`config.mk`:
```
export PLATFORM = sky130hd
export DESIGN_NAME = sd_blk_xfer
export DESIGN_NICKNAME = d
export VERILOG_FILES = /design/src/rtl/sd_blk_xfer.sv
export SDC_FILE = /design/constraint.sdc
export NUM_CORES = 1
export LEC_CHECK = 0
export BUFFER_PORTS_ARGS = -buffer_cell sky130_fd_sc_hd__buf_4
export CAP_MARGIN = 20
export CORE_UTILIZATION = 35
export DETAILED_ROUTE_END_ITERATION = 10
export RECOVER_POWER = 100
export SYNTH_ARGS = -nofsm -noshare
export SYNTH_HDL_FRONTEND = slang
export SYNTH_SLANG_ARGS = --single-unit
```
`constraint.sdc`:
```
create_clock -name clk -period 5.3 [get_ports clk]
set_clock_uncertainty 0.2 [all_clocks]
set_input_delay 0.53 -clock clk [delete_from_list [all_inputs] [get_ports clk]]
set_output_delay 0.53 -clock clk [all_outputs]
set_load 0.1 [all_outputs]
```
`src/rtl/sd_blk_xfer.sv`:
```
module sd_blk_xfer #(
  parameter int BLK_BYTES = 512,
  parameter int NB_W      = 16,
  parameter int TOK_WAIT  = 4096,
  parameter int BUSY_WAIT = 65536
) (
  input  logic            clk,
  input  logic            rst_n,
  input  logic            xfer_go,
  input  logic            xfer_wr,
  input  logic            xfer_multi,
  input  logic [NB_W-1:0] xfer_nblk,
  output logic            xfer_busy,
  output logic            xfer_done,
  output logic [1:0]      xfer_err,
  output logic            card_sel,
  output logic            spi_start,
  output logic [7:0]      spi_tx,
  input  logic            spi_done,
  input  logic [7:0]      spi_rx,
  output logic [7:0]      rd_data,
  output logic            rd_valid,
  input  logic            rd_ready,
  input  logic [7:0]      wr_data,
  input  logic            wr_valid,
  output logic            wr_ready
);
  localparam int BW   = $clog2(BLK_BYTES);
  localparam int WMAX = (TOK_WAIT > BUSY_WAIT) ? TOK_WAIT : BUSY_WAIT;
  localparam int TW   = $clog2(WMAX + 1);

  typedef enum logic [3:0] {
    S_IDLE, S_RTOK, S_RDAT, S_RCRC, S_WGAP, S_WTOK,
    S_WDAT, S_WCRC, S_WRSP, S_WBSY, S_WSTP, S_TRL
  } st_t;

  st_t             st;
  logic            pend, rvalid, multi_q, stopping;
  logic [7:0]      rbuf;
  logic [BW-1:0]   bcnt;
  logic [TW-1:0]   wcnt;
  logic [NB_W-1:0] left;

  wire last_byte = bcnt == BW'(BLK_BYTES - 1);
  wire last_blk  = left == NB_W'(1);
  wire rsp_ok    = (spi_rx & 8'h1F) == 8'h05;
  wire tok_exp   = wcnt == TW'(TOK_WAIT - 1);
  wire bsy_exp   = wcnt == TW'(BUSY_WAIT - 1);

  assign xfer_busy = st != S_IDLE;
  assign card_sel  = st != S_IDLE && st != S_TRL;
  assign wr_ready  = st == S_WDAT && !pend;
  assign rd_valid  = rvalid;
  assign rd_data   = rbuf;
  assign spi_start = !pend && st != S_IDLE &&
                     (st == S_RDAT ? !rvalid : st == S_WDAT ? wr_valid : 1'b1);

  always_comb begin
    case (st)
      S_WTOK:  spi_tx = multi_q ? 8'hFC : 8'hFE;
      S_WDAT:  spi_tx = wr_data;
      S_WSTP:  spi_tx = 8'hFD;
      default: spi_tx = 8'hFF;
    endcase
  end

  always_ff @(posedge clk or negedge rst_n) begin
    if (!rst_n) begin
      st <= S_IDLE; pend <= 1'b0; rvalid <= 1'b0; multi_q <= 1'b0;
      stopping <= 1'b0; rbuf <= 8'h00; bcnt <= '0; wcnt <= '0;
      left <= '0; xfer_done <= 1'b0; xfer_err <= 2'd0;
    end else begin
      xfer_done <= 1'b0;
      if (spi_done)  pend <= 1'b0;
      if (spi_start) pend <= 1'b1;
      case (st)
        S_IDLE: if (xfer_go) begin
          multi_q  <= xfer_multi;
          left     <= (xfer_nblk == '0) ? NB_W'(1) : xfer_nblk;
          wcnt     <= '0;
          bcnt     <= '0;
          stopping <= 1'b0;
          xfer_err <= 2'd0;
          st       <= xfer_wr ? S_WGAP : S_RTOK;
        end
        S_RTOK: if (spi_done) begin
          if (spi_rx == 8'hFE) begin
            st <= S_RDAT; bcnt <= '0;
          end else if (tok_exp) begin
            xfer_err <= 2'd1; st <= S_TRL;
          end else wcnt <= wcnt + 1'b1;
        end
        S_RDAT: if (spi_done) begin
          rbuf <= spi_rx; rvalid <= 1'b1;
        end else if (rvalid && rd_ready) begin
          rvalid <= 1'b0;
          if (last_byte) begin
            st <= S_RCRC; bcnt <= '0;
          end else bcnt <= bcnt + 1'b1;
        end
        S_RCRC: if (spi_done) begin
          if (bcnt[0]) begin
            bcnt <= '0;
            if (last_blk) st <= S_TRL;
            else begin
              left <= left - 1'b1; wcnt <= '0; st <= S_RTOK;
            end
          end else bcnt <= BW'(1);
        end
        S_WGAP: if (spi_done) st <= S_WTOK;
        S_WTOK: if (spi_done) begin
          st <= S_WDAT; bcnt <= '0;
        end
        S_WDAT: if (spi_done) begin
          if (last_byte) begin
            st <= S_WCRC; bcnt <= '0;
          end else bcnt <= bcnt + 1'b1;
        end
        S_WCRC: if (spi_done) begin
          if (bcnt[0]) begin
            bcnt <= '0; st <= S_WRSP;
          end else bcnt <= BW'(1);
        end
        S_WRSP: if (spi_done) begin
          if (rsp_ok) begin
            wcnt <= '0; st <= S_WBSY;
          end else begin
            xfer_err <= 2'd2; st <= S_TRL;
          end
        end
        S_WBSY: if (spi_done) begin
          if (spi_rx != 8'h00) begin
            if (stopping || (last_blk && !multi_q)) st <= S_TRL;
            else if (last_blk) st <= S_WSTP;
            else begin
              left <= left - 1'b1; st <= S_WGAP;
            end
          end else if (bsy_exp) begin
            xfer_err <= 2'd3; st <= S_TRL;
          end else wcnt <= wcnt + 1'b1;
        end
        S_WSTP: if (spi_done) begin
          stopping <= 1'b1; wcnt <= '0; st <= S_WBSY;
        end
        S_TRL: if (spi_done) begin
          xfer_done <= 1'b1; st <= S_IDLE;
        end
        default: st <= S_IDLE;
      endcase
    end
  end
endmodule

```
# After elaboration in Yosys (flattened, before gate mapping)
# Cells that the tools add are included.
# classes
n_reduce_logical,31
n_addsub,3
mux,84
eq_ne,50
# ops
cell,count
17-bit 2-to-1 mux,13
16-bit 2-to-1 mux,8
17-bit case mux with 6 select lines,1
4-bit 2-to-1 mux,24
9-bit 2-to-1 mux,9
"2-bit inequality test, second input constant",28
9-bit case mux with 6 select lines,1
16-bit case mux with 3 select lines,1
4-bit case mux with 12 select lines,1
8-bit case mux with 3 select lines,1
2-bit 2-to-1 mux,11
19-bit AND reduction,1
"17-bit by 1-bit adder with 17-bit output, second input constant",1
"17-bit by 12-bit == test with 1-bit output, second input constant",1
"17-bit by 16-bit == test with 1-bit output, second input constant",1
"16-bit by 1-bit == test with 1-bit output, second input constant",1
"4-bit by 3-bit == test with 1-bit output, second input constant",4
"4-bit == test, second input constant",4
16-bit logical NOT,1
"16-bit by 1-bit subtractor with 16-bit output, second input constant",1
14-bit AND reduction,1
6-bit nonzero test,2
1-bit 2-to-1 mux,11
10-bit AND reduction,1
25 further kinds,40
# word_totals
inputBits,40
ff_bits,61
out_inout_bits,24
wordCells,179

# Depth between registers and ports, before layout
# logic_depth
ltp_word,7
depth_mapped,11
mapped_depth_nobuf,10

# Worst setup path after synthesis
# No wires, ideal clock.
# synth_path
kind,register -> output
from,register st[3]
to,output spi_start
n_path_buf,2
setup_slack_ns,0.077
t_required_ns,4.570
arrival_time_ns,4.493
path_stages_with_launch,7
cell_sequence,dfrtp_1 > buf_4 > buf_2 > nor2b_1 > nand2_1 > nor2_1 > a2111oi_1
# synth_between
elab_chain_cells,4
word_cells_on_any_way,7
cone_classes,2 x eq/ne; 2 x mux; 3 x reduce/logical
# synth_rtl
element,line,source
start: declaration,37,st_t st;
start signal: assignment,84,st <= xfer_wr ? S_WGAP : S_RTOK;
4-bit by 3-bit == test with 1-bit output,56,(st == S_RDAT ? !rvalid : st == S_WDAT ? wr_valid : 1'b1);
1-bit 2-to-1 mux (2 in series),56,
1-bit logical AND (*),55,assign spi_start = !pend && st != S_IDLE &&
end: declaration,17,"output logic spi_start,"
# Mark *: on every way between the ends. The rest lies on a longest branch, timed or not.

# Final worst setup path
# layout_path
from,register wcnt[0]
to,register wcnt[13]
# layout_between
elab_chain_cells,5
word_cells_on_any_way,13
cone_classes,1 x add/sub; 4 x eq/ne; 7 x mux; 1 x reduce/logical
# layout_rtl
element,line,source
start: declaration,41,logic [TW-1:0] wcnt;
start signal: assignment,91,end else wcnt <= wcnt + 1'b1;
start signal: assignment,140,end else wcnt <= wcnt + 1'b1;
17-bit by 1-bit adder with 17-bit output,"91, 140",
"17-bit 2-to-1 mux, on equally long branches","138, 89",
"17-bit 2-to-1 mux, on equally long branches","132, 87",
"17-bit 2-to-1 mux, on equally long branches","131, 86",
17-bit case mux with 6 select lines,76,case (st)
# Parallel ways exist; a longest one is shown, timed or not. The select of a mux whose other input is x is not followed.
# A chain may end at the register's enable or synchronous reset.

==> run summary <==
Core ar.: 0.0114 mm2
Violated checks: capacitance limit, slew limit
CTS tree: done
Initial DRT Pass Iterations: 4
Yosys warns: 0
Most common cell after layout, fill and taps aside: dfrtp_1
Hold path endpoint: stopping
Initial DRC Count: 248
Hold Fails Final Rpt: 0
Dpl hpwl: 7.82 mm
Multiplexer share of the synthesized area: 5.18%
Mapped Avg Cell Area: 8.98 um2
Largest net degree at the start of global routing: 62
CTS Buf Count: 9
Final setup violation count: 0
Max Cap Viol: 3
Number of synthesized flops with an enable pin: 0
Pleak: 1.88 nW
RSZ-0062 raised after global routing: false
Max Slew Vio Count: 84
Final ANT Viol Nets: 0
CP arrival: 4.04 ns
VDD IR-drop max: 0.000482 V
Area of the mapped netlist: 0.00409 mm2
Worst slew margin: -128%
Clk slew on worst S/H paths: 0.06 ns
Clock Sinks: 61
Die span in x: 110 um
Critical path peak fanout: 16
CP required: 5.32 ns
Compound-gate portion of the synthesized area: 23.6%
Final-stage net count: 554
GRT overflow: 0
Reg2reg path depth: 10
Row count: 39
Mean routed wirelength per cell: 17.2 um
Worst setup SP type: flop
Most frequent cells in the layout: 61 x dfrtp_1, 39 x nand2_1, 39 x buf_4, 35 x o21ai_0, 27 x nand3_1
CTS max path bufs: 2
GRT Total Usage: 19.4%
Setup CP Type: flop to flop
Post-Layout Cell Count: 656
Setup TNS: 0 ns
Clock root buffer: clkbuf_16
Power Dens Cells: 616 mW/mm2
Hold/Removal Path Class: input port to flop
Residual DRC count: 0
Share of post-route cells with drive strength above 1: 16.8%
Clock H-tree levels: 3
Status: complete, but fails checks
Area Growth Syn to Fin: 16.2%
Dpl cells: 640
Die area: 0.0121 mm2
Number of synthesized register bits: 61
Routed wire length: 11.3 mm
Worst-Skew Late Latency: 0.33 ns
Adder-Cell Fraction of Synth Area: 1.84%
Reg2reg start: wcnt[0]
Yosys cell types: 79
Fraction of registers with async set/reset: 100%
# diodes: 0
Post-Synth XOR/XNOR Area: 0.214%
Crit share post-route: 75.8%
Post-Syn Nets: 501
Fmax: 0.249 GHz
Ports: 64
Sequential share of the synthesized area: 37.4%
Worst Setup End Kind: flop
Hold path depth: 2
Vias in the first global route: 3,644
Routed vias/inst: 5.89
Initial Util: 35.8%
Final Power: 2.93 mW
Post-Syn Instances: 455
Reg2reg end: wcnt[13]
Slew @ Worst Pin: 3.42 ns
PostCTS Resize Cnt: 0
Tmin final: 4.02 ns
Hold_sp: xfer_go
Simple logic cell fraction of the synthesized area: 27.2%
Post-CTS setup buffer count: 0
Die Ht: 110 um
Hold Buf Count CTS: 0
Via count: 3,865
Reg-to-reg slack, setup: 1.28 ns
Initial antenna violation count: 0
Top FF cell, synth: dfrtp_1
Placer congestion estimate: 0.887
PortBufs: 63
First-pass GRT wire length: 18.2 mm
Largest family of logic cells by synthesized area: simple AND/OR/NAND/NOR gates
-- metrics by stage --
stage	cell area [um2]	worst slack, ns	utilization (%)	hold WS (ns)
detailed placement	4620	2.03	40.5	0.290
floorplan	4090	0.0768	-	0.0344
global placement	4620	2.09	40.5	0.263
global route	4750	1.03	41.6	0.219
finish	4750	1.28	41.6	0.216
CTS	4900	1.95	42.9	0.125
-- power breakdown --
group / leakage (nW) / total [mW] / internal (mW) / switching, mW
Combinational: 0.968 / 1.54 / 0.431 / 1.11
Sequential: 0.786 / 0.836 / 0.610 / 0.226
Clock: 0.128 / 0.545 / 0.329 / 0.216
-- per-layer routing --
metal | vias up | wire length [um] | global-route usage (%)
li1 | 1850 | - | -
met1 | 1895 | 5280 | 26.7
met2 | 109 | 5310 | 30.2
met3 | 11 | 527 | 3.70
met4 | 0 | 146 | 7.05
met5 | - | 0 | 0
-- kinds of logic after synthesis --
logic type,Yosys count
compound gates,132
xor+xnor,1
fa+ha+maj,6
buf+inv,40
flops,61
mux,19
simple gates,196
-- worst max path at each step --
| stage | from | to | slack [ns] | depth (start not counted) |
|---|---|---|---|---|
| 6_report | wcnt[0] | wcnt[13] | 1.28 | 10 |
| 5_1_grt | wcnt[0] | wcnt[13] | 1.03 | 10 |
| 2_1_floorplan | st[3] | spi_start | 0.08 | 6 |
| 3_3_place_gp | wcnt[0] | wcnt[13] | 2.09 | 10 |
| 3_5_place_dp | wcnt[0] | wcnt[13] | 2.03 | 10 |
| 4_1_cts | st[0] | spi_start | 1.95 | 5 |
-- layout make-up --
class / count / area (um2)
flip-flops and latches: 61 / 1530
multi-input cells: 354 / 2310
well taps: 143 / 179
clock buffers: 11 / 243
inverters: 19 / 71.3
repair buffers: 63 / 383
fillers: 1214 / 6670
clock inverters: 5 / 36.3
-- worst max-delay path, stage by stage (launching register included) --
cell and delay [ns]:
dfrtp_1 0.41, ha_1 0.25, and3_1 0.25, nand4_1 0.23, nor3_1 0.11, ha_1 0.22, a21o_1 0.18, o221ai_1 0.08
o21ai_0 0.63, or4_1 0.98, o31a_1 0.37
-- cells in the mapped netlist, types with 3 or more instances --
| library cell | number | area share, % |
|---|---|---|
| nor4_2 | 3 | 0.92 |
| mux2_2 | 13 | 3.6 |
| or3_1 | 4 | 0.61 |
| ha_1 | 6 | 1.8 |
| buf_2 | 12 | 1.5 |
| or2_2 | 6 | 0.92 |
| a31oi_1 | 7 | 1.1 |
| a21oi_1 | 16 | 2.0 |
| nor4_1 | 14 | 2.1 |
| a211o_1 | 3 | 0.64 |
| a41oi_1 | 3 | 0.64 |
| o21ai_0 | 34 | 4.2 |
| a31o_2 | 3 | 0.64 |
| nand3_1 | 26 | 3.2 |
| a211oi_1 | 3 | 0.55 |
| clkbuf_1 | 3 | 0.28 |
| a21o_1 | 3 | 0.55 |
| nand4_1 | 5 | 0.77 |
| nor2_1 | 21 | 1.9 |
| nor2b_1 | 4 | 0.61 |
| or4_1 | 3 | 0.55 |
| nand2_1 | 39 | 3.6 |
| dfrtp_1 | 61 | 37 |
| and3_1 | 10 | 1.5 |
| o2bb2ai_1 | 9 | 1.9 |
| o31ai_1 | 7 | 1.3 |
| inv_1 | 17 | 1.6 |
| a32oi_1 | 3 | 0.64 |
| nor3_1 | 23 | 2.8 |
| nand2b_1 | 10 | 1.5 |
| mux2i_1 | 5 | 1.2 |
| o22a_1 | 11 | 2.4 |
| and4_1 | 4 | 0.86 |
| and2_1 | 3 | 0.46 |
| nand3b_1 | 3 | 0.55 |
-- state kept, by name, indices dropped and copies added (netlist names) --
register,flops
xfer_done,1
bcnt,9
rd_valid,1
rd_data,8
st,4
xfer_err,2
multi_q,1
stopping,1
wcnt,17
left,16
pend,1
No activity file was read; power rests on OpenSTA's default activity.
